--- config.mk ---
export PLATFORM = sky130hd
export DESIGN_NAME = rnd_insn_decoder
export DESIGN_NICKNAME = d
export VERILOG_FILES = /design/src/rtl/rid_pkg.sv /design/src/rtl/rid_ctrl_decode.sv /design/src/rtl/rid_const_shift.sv /design/src/rtl/rnd_insn_decoder.sv
export SDC_FILE = /design/constraint.sdc
export NUM_CORES = 1
export LEC_CHECK = 0
export BUFFER_PORTS_ARGS = -buffer_cell sky130_fd_sc_hd__buf_2
export CORE_MARGIN = 10
export CORE_UTILIZATION = 54
export DETAILED_ROUTE_END_ITERATION = 12
export GPL_TIMING_DRIVEN = 1
export MAX_ROUTING_LAYER = met4
export PLACE_DENSITY = 0.83
export SYNTH_ARGS = -nofsm -noshare
export SYNTH_HDL_FRONTEND = slang
export SYNTH_SLANG_ARGS = --single-unit
--- constraint.sdc ---
create_clock -name clk -period 3.8 [get_ports clk]
set_input_delay 0.19 -clock clk [delete_from_list [all_inputs] [get_ports clk]]
set_output_delay 0.19 -clock clk [all_outputs]
set_load 0.005 [all_outputs]
--- src/rtl/rid_pkg.sv ---
package rid_pkg;
  localparam logic [2:0] OP_MUL = 3'd0;
  localparam logic [2:0] OP_ADD = 3'd1;
  localparam logic [2:0] OP_SUB = 3'd2;
  localparam logic [2:0] OP_ROR = 3'd3;
  localparam logic [2:0] OP_ROL = 3'd4;
  localparam logic [2:0] OP_XOR = 3'd5;

  localparam logic [2:0] SEL_ADD = 3'd3;
  localparam logic [2:0] SEL_SUB = 3'd4;
  localparam logic [2:0] SEL_ROT = 3'd5;

  typedef enum logic [1:0] {
    ST_CTRL  = 2'd0,
    ST_ROT   = 2'd1,
    ST_CONST = 2'd2,
    ST_EMIT  = 2'd3
  } dec_state_e;
endpackage

--- src/rtl/rid_ctrl_decode.sv ---
module rid_ctrl_decode
  import rid_pkg::*;
(
  input  logic [7:0] ctrl_byte,
  output logic [2:0] op,
  output logic       is_rot,
  output logic       is_add,
  output logic [1:0] dst,
  output logic [2:0] src
);
  logic [2:0] sel;
  logic [2:0] raw_src;
  logic       self_ref;

  assign sel     = ctrl_byte[2:0];
  assign dst     = ctrl_byte[4:3];
  assign raw_src = ctrl_byte[7:5];

  always_comb begin
    is_rot = 1'b0;
    is_add = 1'b0;
    unique case (sel)
      3'd0, 3'd1, 3'd2: op = OP_MUL;
      SEL_ADD: begin
        op     = OP_ADD;
        is_add = 1'b1;
      end
      SEL_SUB: op = OP_SUB;
      SEL_ROT: begin
        op     = OP_ROR;
        is_rot = 1'b1;
      end
      default: op = OP_XOR;
    endcase
  end

  // Self-combining operations must not read their own destination.
  assign self_ref = (op == OP_ADD || op == OP_SUB || op == OP_XOR) &&
                    (raw_src == {1'b0, dst});
  assign src = self_ref ? {1'b1, dst} : raw_src;
endmodule

--- src/rtl/rid_const_shift.sv ---
module rid_const_shift #(
  parameter int CONST_BYTES = 4
) (
  input  logic [CONST_BYTES*8-1:0] cur,
  input  logic [7:0]               new_byte,
  output logic [CONST_BYTES*8-1:0] nxt
);
  // Each new byte enters at the top lane and older bytes move down.
  // After CONST_BYTES shifts, the first byte sits in the lowest lane.
  generate
    for (genvar i = 0; i < CONST_BYTES; i++) begin : g_lane
      if (i == CONST_BYTES - 1) begin : g_top
        assign nxt[i*8 +: 8] = new_byte;
      end else begin : g_mid
        assign nxt[i*8 +: 8] = cur[(i+1)*8 +: 8];
      end
    end
  endgenerate
endmodule

--- src/rtl/rnd_insn_decoder.sv ---
module rnd_insn_decoder
  import rid_pkg::*;
#(
  parameter int CONST_BYTES = 4
) (
  input  logic                     clk,
  input  logic                     rst_n,
  input  logic                     byte_valid,
  input  logic [7:0]               byte_data,
  output logic                     byte_ready,
  output logic                     rec_valid,
  input  logic                     rec_ready,
  output logic [2:0]               rec_op,
  output logic [1:0]               rec_dst,
  output logic [2:0]               rec_src,
  output logic [CONST_BYTES*8-1:0] rec_const
);
  localparam int CONST_W = CONST_BYTES * 8;
  localparam int CNT_W   = (CONST_BYTES > 1) ? $clog2(CONST_BYTES) : 1;
  localparam logic [CNT_W-1:0] CNT_LAST = CNT_W'(CONST_BYTES - 1);

  dec_state_e         st_q, st_d;
  logic [2:0]         op_q, op_d;
  logic [1:0]         dst_q, dst_d;
  logic [2:0]         src_q, src_d;
  logic [CONST_W-1:0] c_q, c_d;
  logic [CNT_W-1:0]   cnt_q, cnt_d;

  logic [2:0]         dec_op;
  logic               dec_rot, dec_add;
  logic [1:0]         dec_dst;
  logic [2:0]         dec_src;
  logic [CONST_W-1:0] c_shifted;
  logic               byte_take, rec_take, reg_en;

  rid_ctrl_decode u_ctrl (
    .ctrl_byte (byte_data),
    .op        (dec_op),
    .is_rot    (dec_rot),
    .is_add    (dec_add),
    .dst       (dec_dst),
    .src       (dec_src)
  );

  rid_const_shift #(.CONST_BYTES(CONST_BYTES)) u_shift (
    .cur      (c_q),
    .new_byte (byte_data),
    .nxt      (c_shifted)
  );

  assign byte_ready = (st_q != ST_EMIT);
  assign rec_valid  = (st_q == ST_EMIT);
  assign byte_take  = byte_valid && byte_ready;
  assign rec_take   = rec_valid && rec_ready;
  assign reg_en     = byte_take || rec_take;

  always_comb begin
    st_d  = st_q;
    op_d  = op_q;
    dst_d = dst_q;
    src_d = src_q;
    c_d   = c_q;
    cnt_d = cnt_q;
    unique case (st_q)
      ST_CTRL: begin
        if (byte_take) begin
          op_d  = dec_op;
          dst_d = dec_dst;
          src_d = dec_src;
          c_d   = '0;
          cnt_d = '0;
          if (dec_rot)      st_d = ST_ROT;
          else if (dec_add) st_d = ST_CONST;
          else              st_d = ST_EMIT;
        end
      end
      ST_ROT: begin
        if (byte_take) begin
          op_d = byte_data[7] ? OP_ROL : OP_ROR;
          st_d = ST_EMIT;
        end
      end
      ST_CONST: begin
        if (byte_take) begin
          c_d   = c_shifted;
          cnt_d = cnt_q + CNT_W'(1);
          if (cnt_q == CNT_LAST) st_d = ST_EMIT;
        end
      end
      default: begin
        if (rec_take) st_d = ST_CTRL;
      end
    endcase
  end

  always_ff @(posedge clk or negedge rst_n) begin
    if (!rst_n) begin
      st_q  <= ST_CTRL;
      op_q  <= OP_MUL;
      dst_q <= '0;
      src_q <= '0;
      c_q   <= '0;
      cnt_q <= '0;
    end else if (reg_en) begin
      st_q  <= st_d;
      op_q  <= op_d;
      dst_q <= dst_d;
      src_q <= src_d;
      c_q   <= c_d;
      cnt_q <= cnt_d;
    end
  end

  assign rec_op    = op_q;
  assign rec_dst   = dst_q;
  assign rec_src   = src_q;
  assign rec_const = c_q;
endmodule

Word-level counts from Yosys, hierarchy flattened:

Cells that the tools add are included.
W data, S select, Z words.

* bits in latches: 0
* input port bits: 12
* memories: 0
* memory bits (read-only): 0
* memory bits (writable): 0
* logic and storage cells: 63
* output and inout port bits: 42
* bits in registers: 44

* reductions and logical operators: 16
* $lt $le $gt $ge: 0
* eq/ne operators: 18
* add/sub/neg operators: 1
* mux-type cells: 22
* divide/modulo/power cells: 0
* multiply operators: 0
* shift-type cells: 0
* bitwise operators: 0

Operators by type and width (number)
* $mux W32: 2
* $pmux W32 S2: 1
* $mux W2: 8
* $mux W3: 4
* $pmux W3 S4: 1
* $ne A2 B2 Y1 const B: 5
* $eq A3 B2 Y1 const B: 3
* $eq A3 B3 Y1 const B: 3
* $reduce_and A4 Y1: 2
* $eq A2 B2 Y1 const B: 3
* $eq A3 B1 Y1 const B: 2
* $pmux W2 S3: 1
* $pmux W3 S2: 1
* $reduce_and A6 Y1: 1
* $pmux W2 S2: 1
* $reduce_bool A2 Y1: 2
* $reduce_bool A4 Y1: 1
* $eq A3 B2 Y1: 1
* $logic_and A1 B1 Y1: 3
* $logic_not A3 Y1: 1
* $logic_or A1 B1 Y1: 3
* $mux W1: 3
* $reduce_and A3 Y1: 1
* $reduce_or A3 Y1: 1
* other kinds (3): 3

Longest topological paths before layout:

* depth in word-level cells: 8
* mapped depth: 7
* mapped depth without buffers: 6

Cells and area by module:

From an unflattened synthesis, not the netlist that was laid out.

* cell total of the unflattened synthesis: 177
* area total of the unflattened synthesis: 2097.0 um^2

By module, submodules not included
* rnd_insn_decoder: sequential area each 1101.1 um^2, area each 1760.4 um^2, times used 1, cells an instance 130
* rid_const_shift: sequential area each 0.0 um^2, area each 240.2 um^2, times used 1, cells an instance 32
* rid_ctrl_decode: sequential area each 0.0 um^2, area each 96.3 um^2, times used 1, cells an instance 15

Worst setup path after synthesis:

Ideal clock, no wire load.

* path type: register to register
* start point: register st_q[0]
* end point: register st_q[0]
* clock period less this slack: 1564 ps
* path slack: 2236 ps
* data arrival time: 1439 ps
* stages on the path, launching flop included: 6
* required time: 3675 ps
* buffers on the path: 0
* setup time: 125 ps
* cells stage by stage: dfrtp_1 > ha_1 > and2b_4 > mux2i_1 > o21ai_2 > mux2_4

* longest elaborated chain between the ends: 4
* elaborated cells on any way between the ends: 15
* classes of those cells: eq/ne (8); mux (1); reduce/logical (6)

Ends and longest elaborated chain
* start: declaration: line rnd_insn_decoder.sv:22 `dec_state_e st_q, st_d;`
* start signal: assignment: line rnd_insn_decoder.sv:105 `st_q <= st_d;`
* $eq A2 B2 Y1 *: line rnd_insn_decoder.sv:52 `assign rec_valid = (st_q == ST_EMIT);`
* net rec_valid: line rnd_insn_decoder.sv:11 `output logic rec_valid,`
* $logic_and A1 B1 Y1 *: line rnd_insn_decoder.sv:54 `assign rec_take = rec_valid && rec_ready;`
* $reduce_bool A4 Y1 (no line) or $logic_or A1 B1 Y1 (tied branches)
* $reduce_and A6 Y1 (no line) *

The timed path passes the listed nets; every way through them passes the cells marked *.
A chain may end at the register's enable or synchronous reset.

Final worst setup path:

* start point: register st_q[0]
* end point: register st_q[1]

* longest elaborated chain between the ends: 4
* elaborated cells on any way between the ends: 15
* classes of those cells: eq/ne (8); mux (1); reduce/logical (6)

Ends and longest elaborated chain (line)
* $eq A2 B2 Y1 or $ne A2 B2 Y1 (tied branches): rnd_insn_decoder.sv:52, rnd_insn_decoder.sv:51
* $logic_and A1 B1 Y1 (on tied branches): rnd_insn_decoder.sv:54, rnd_insn_decoder.sv:53
* $reduce_bool A4 Y1 (no line) (tied with other cells)
* $reduce_and A6 Y1 (no line)

Several ways; a longest one is shown, not always the timed one.

==> results.md <==
- The number of clock sinks seen by CTS is 44.
- The detail-routed net length per standard cell is 17.5 um.
- Setup repair after global routing left no endpoint under its margin.
- Once the floorplan was initialized, standard cells occupied around 58% of the core.
- Walking the worst path, the cells encountered are inv_1 -> ha_1 -> and3b_1 -> buf_4 -> nand2_1 -> o21ai_2 -> mux2_4.
- The final-report setup violation count is 0.
- The shortest clock period the worst path allows after layout is a little under 2 ns.
- STA puts the critical path data arrival time at around 2.2 ns.
- After detailed routing, the number of vias per cell comes to roughly 5.7.
- The fraction of registers with async set/reset is 100%.
- The biggest area contributor in the post-synthesis netlist is sky130_fd_sc_hd__dfrtp_1.
- The logic gate share of total power is between 40% and 50%.
- The count of buffers added by post-CTS timing repair for setup is 0.
- The end-of-flow core utilization is roughly 70%.
- The routed layout has 1,334 vias.
- The number of synthesized flops with an enable pin is 0.
- The core region area is 0.00313 mm2.
- The number of nets in the final layout is approximately 210.
- For this run, the detailed router's first-pass iteration total came to 4.
- Net switching is around a third of the power.
- The maximum vdd drop is approximately 0.48 mV.
- The clock buffer count from CTS is 5.
- The floorplan row count is 20.
- Global routing used about a fifth of the available met2 tracks.
- In this run the biggest area consumer among cell types represents roughly 60% of the synthesized area.
- The clock reaches the later pin of the worst-skew pair after 0.34 ns.
- The endpoint type of the worst setup path is a flop.
- The final clock period utilization by the worst path is between 50% and 60%.
- For this run, the number of Yosys warnings is 0.
- TritonCTS built the clock tree.
- Sequential cells account for 44.9% of the total power.
- In the global route stage, overall resource usage came out at between 10% and 20%.
- The routed design has around 4000 um of wire.
- The maximum root-to-sink buffer count is 2.
- The number of nets in the synthesized netlist is 152.
- The kind of path behind the tightest hold check is input pin to flop.
- In this design, the stage delay of the slowest critical-path cell is around 0.44 ns.
- The initial antenna violation count is 0.
- The detailed placer's ending HPWL is about 3000 um.
- Internal power comes to 1.18 mW.
- The final-report max-slew violation count was 0.
- Synthesis instantiated 26 different standard cells from the library.
- The most used flip-flop cell after synthesis is sky130_fd_sc_hd__dfrtp_1.
- The critical path's top delay family is flip-flops.
- The power density over cell area is approximately 840 mW/mm2.
- Measured along the y axis, the die boundary spans slightly below 80 um.
- The critical path is of the flop to flop type.
- The switching component of the power is approximately 0.64 mW.
- In this run the static leakage power is 1.18 nW.
- The synthesized cell area is around 0.0018 mm2.
- The clock tree synthesis step divided the H-tree into 2 levels.
- Among all stages on the critical path, the largest delay is contributed by sky130_fd_sc_hd__dfrtp_1.
- The sequential area share after synthesis is 60.6%.
- The hold violation total from the final report is 0.
- The via count of the first global-routing pass is 1,386.
- Synthesis inferred 44 register bits.
- The global placer's final weighted congestion is ~0.75.
- The number of maximum-capacitance violations is 0.
- The CTS root buffer is sky130_fd_sc_hd__clkbuf_4.
- Timing would allow up to around 0.52 GHz.
- The worst slew margin relative to its limit is a little under two fifths.
- For the pin with the worst max-slew slack, the measured transition is between 0.9 and 1 ns.
- For this block, the initial DRC count from the detailed router was between 150 and 200.
- STA puts the critical path data required time at approximately 4 ns.
- The post-route setup TNS is 0 ns.
- The run finished with clean final reports.
- The total buffers and inverters traversed by the critical path is 2.
- Measured along the x axis, the die boundary spans between 70 and 80 um.
- The wire length of the first global-routing pass is approximately 7100 um.
- The post-synthesis instance total is between 100 and 150.
- In this run the most used layer during global routing was met2.
- The number of diodes added for antenna fixing is 0.
- Yosys attributes the largest share of cell area to sky130_fd_sc_hd__dfrtp_1 61%, sky130_fd_sc_hd__a22o_1 16%, sky130_fd_sc_hd__mux2_2 3.7%, sky130_fd_sc_hd__ha_1 3.4%, sky130_fd_sc_hd__buf_2 1.7%.
- In the routed design, unresolved DRC markers number 0.
- The floorplan die area is roughly 0.006 mm2.
- The routing usage on met1 is a little under a fifth.
- Entering global routing, the biggest net connects between 40 and 50 pins.
- Fill cells in the final layout number about 240.
- On the final layout, the worst clock skew is 0.00181 ns.
- The clock network fraction of total power is 14.6%.
- The average instance in the mapped netlist occupies 13.4 um2.
- The number of instances resized during post-cts repair is 0.
- The layout overhead on the synthesized area is 20.1%.
- The count of buffers from port buffering is 53.
- For met3 alone, demand over resource in global routing was under 10%.
- The total overflow left after global routing is 0.
- The kind of launch point of the worst setup path is a flop.
- The detail route stage leaves a number of antenna-violating nets equal to 0.
- The count of hold buffers inserted by post-cts repair is 1.
- Along the worst path, the maximum fanout reaches 35.
- The share of cells above drive strength 1 is 38.6%.
- The I/O pin count is 54.
- The overall power after layout is between 1.5 and 2 mW.
- The clock input transition at the sequential cells of the worst setup and hold paths is about 0.11 ns.
[synthesized netlist by cell type (2+ instances only)]
master / number
sky130_fd_sc_hd__a21oi_1: 3
sky130_fd_sc_hd__ha_1: 5
sky130_fd_sc_hd__a22o_1: 33
sky130_fd_sc_hd__nor2_1: 3
sky130_fd_sc_hd__nand2_1: 6
sky130_fd_sc_hd__a31oi_1: 2
sky130_fd_sc_hd__xnor2_1: 2
sky130_fd_sc_hd__o21ai_2: 2
sky130_fd_sc_hd__mux2_2: 6
sky130_fd_sc_hd__dfrtp_1: 44
sky130_fd_sc_hd__mux2_4: 2
sky130_fd_sc_hd__buf_2: 6
sky130_fd_sc_hd__o21ai_0: 5
sky130_fd_sc_hd__inv_1: 4
[metal layers]
layer / vias to the layer above / share of wire (%)
met5: - / 0
met4: 0 / 1.3
met3: 7 / 9.3
met2: 58 / 45
met1: 657 / 44
li1: 612 / -
[area by class of cell]
type / count / area [um2] / area share [%]
Multi-Input combinational cell: 79 / 651 / 29.9
Clock buffer: 5 / 37.5 / 1.72
Sequential cell: 44 / 1100 / 50.5
Tap cell: 44 / 55.1 / 2.53
Timing Repair Buffer: 56 / 290 / 13.3
Clock inverter: 1 / 30.0 / 1.38
Inverter: 4 / 15.0 / 0.689
[placed cells by master (no fill, tap or decap), types with 3 or more instances in the layout]
| cell type | count |
|---|---|
| sky130_fd_sc_hd__a21oi_1 | 3 |
| sky130_fd_sc_hd__a22o_1 | 33 |
| sky130_fd_sc_hd__buf_2 | 53 |
| sky130_fd_sc_hd__clkbuf_4 | 5 |
| sky130_fd_sc_hd__dfrtp_1 | 44 |
| sky130_fd_sc_hd__ha_1 | 5 |
| sky130_fd_sc_hd__inv_1 | 4 |
| sky130_fd_sc_hd__mux2_2 | 6 |
| sky130_fd_sc_hd__nand2_1 | 6 |
| sky130_fd_sc_hd__nor2_1 | 3 |
| sky130_fd_sc_hd__o21ai_0 | 5 |
[cells by family after synthesis]
kind of cell               share of synthesized area [%]
AOI/OAI and AO/OA                                   21.0
buffers and inverters                               3.51
muxes                                               5.93
xor gates and xnor gates                           0.965
DFF                                                 60.6
adders and majority gates                           3.45
and+or+nand+nor                                     4.55
[sequential cells by signal (all words and copies together), names as in the netlist]
register,cells
st_q,2
rec_src,3
cnt_q,2
rec_const,32
rec_dst,2
rec_op,3
[power by group through the flow]
stage	clock network (mW)	logic, mW	registers (mW)
final	0.266	0.738	0.817
after global routing	0.297	0.830	0.846
after CTS	0.273	0.753	0.816
after detailed placement	0	0.751	0.823
after global placement	0	0.722	0.806
after floorplan	0	0.444	0.815
[path summary, 6_finish.rpt]
kind | start | slack (ns) | cells past startpoint | to
worst max-delay path | st_q[0] | 1.86 | 7 | st_q[1]
worst min-delay path | byte_data[3] | 0.10 | 2 | rec_const[27]
worst max register to register | st_q[0] | 1.86 | 7 | st_q[1]
worst min register to register | rec_op[0] | 0.51 | 1 | rec_op[0]
max in group asynchronous | rst_n | 2.72 | 2 | rec_const[13]
min in group asynchronous | rst_n | 0.51 | 2 | st_q[1]
[worst register-to-register path, delay by kind of cell (launching register included)]
family	cells	cell delay, ns
AO/OA/AOI/OAI	1	0.11
adder cells (fa/ha/maj)	1	0.23
buffers and inverters	2	0.43
flip-flops	1	0.44
multiplexers	1	0.32
AND/OR/NAND/NOR	2	0.30
[stage by stage]
step,instances,instance area (um2),hold slack [ns],setup WS (ns)
2_1_floorplan,135,1820,-0.106,2.24
6_report,233,2180,0.102,1.86
3_5_place_dp,226,2100,0.383,1.90
3_3_place_gp,226,2100,0.362,2.00
5_1_grt,233,2180,0.0812,1.75
4_1_cts,233,2180,0.0906,1.86
Note: power is estimated with default switching activity, not from simulation.
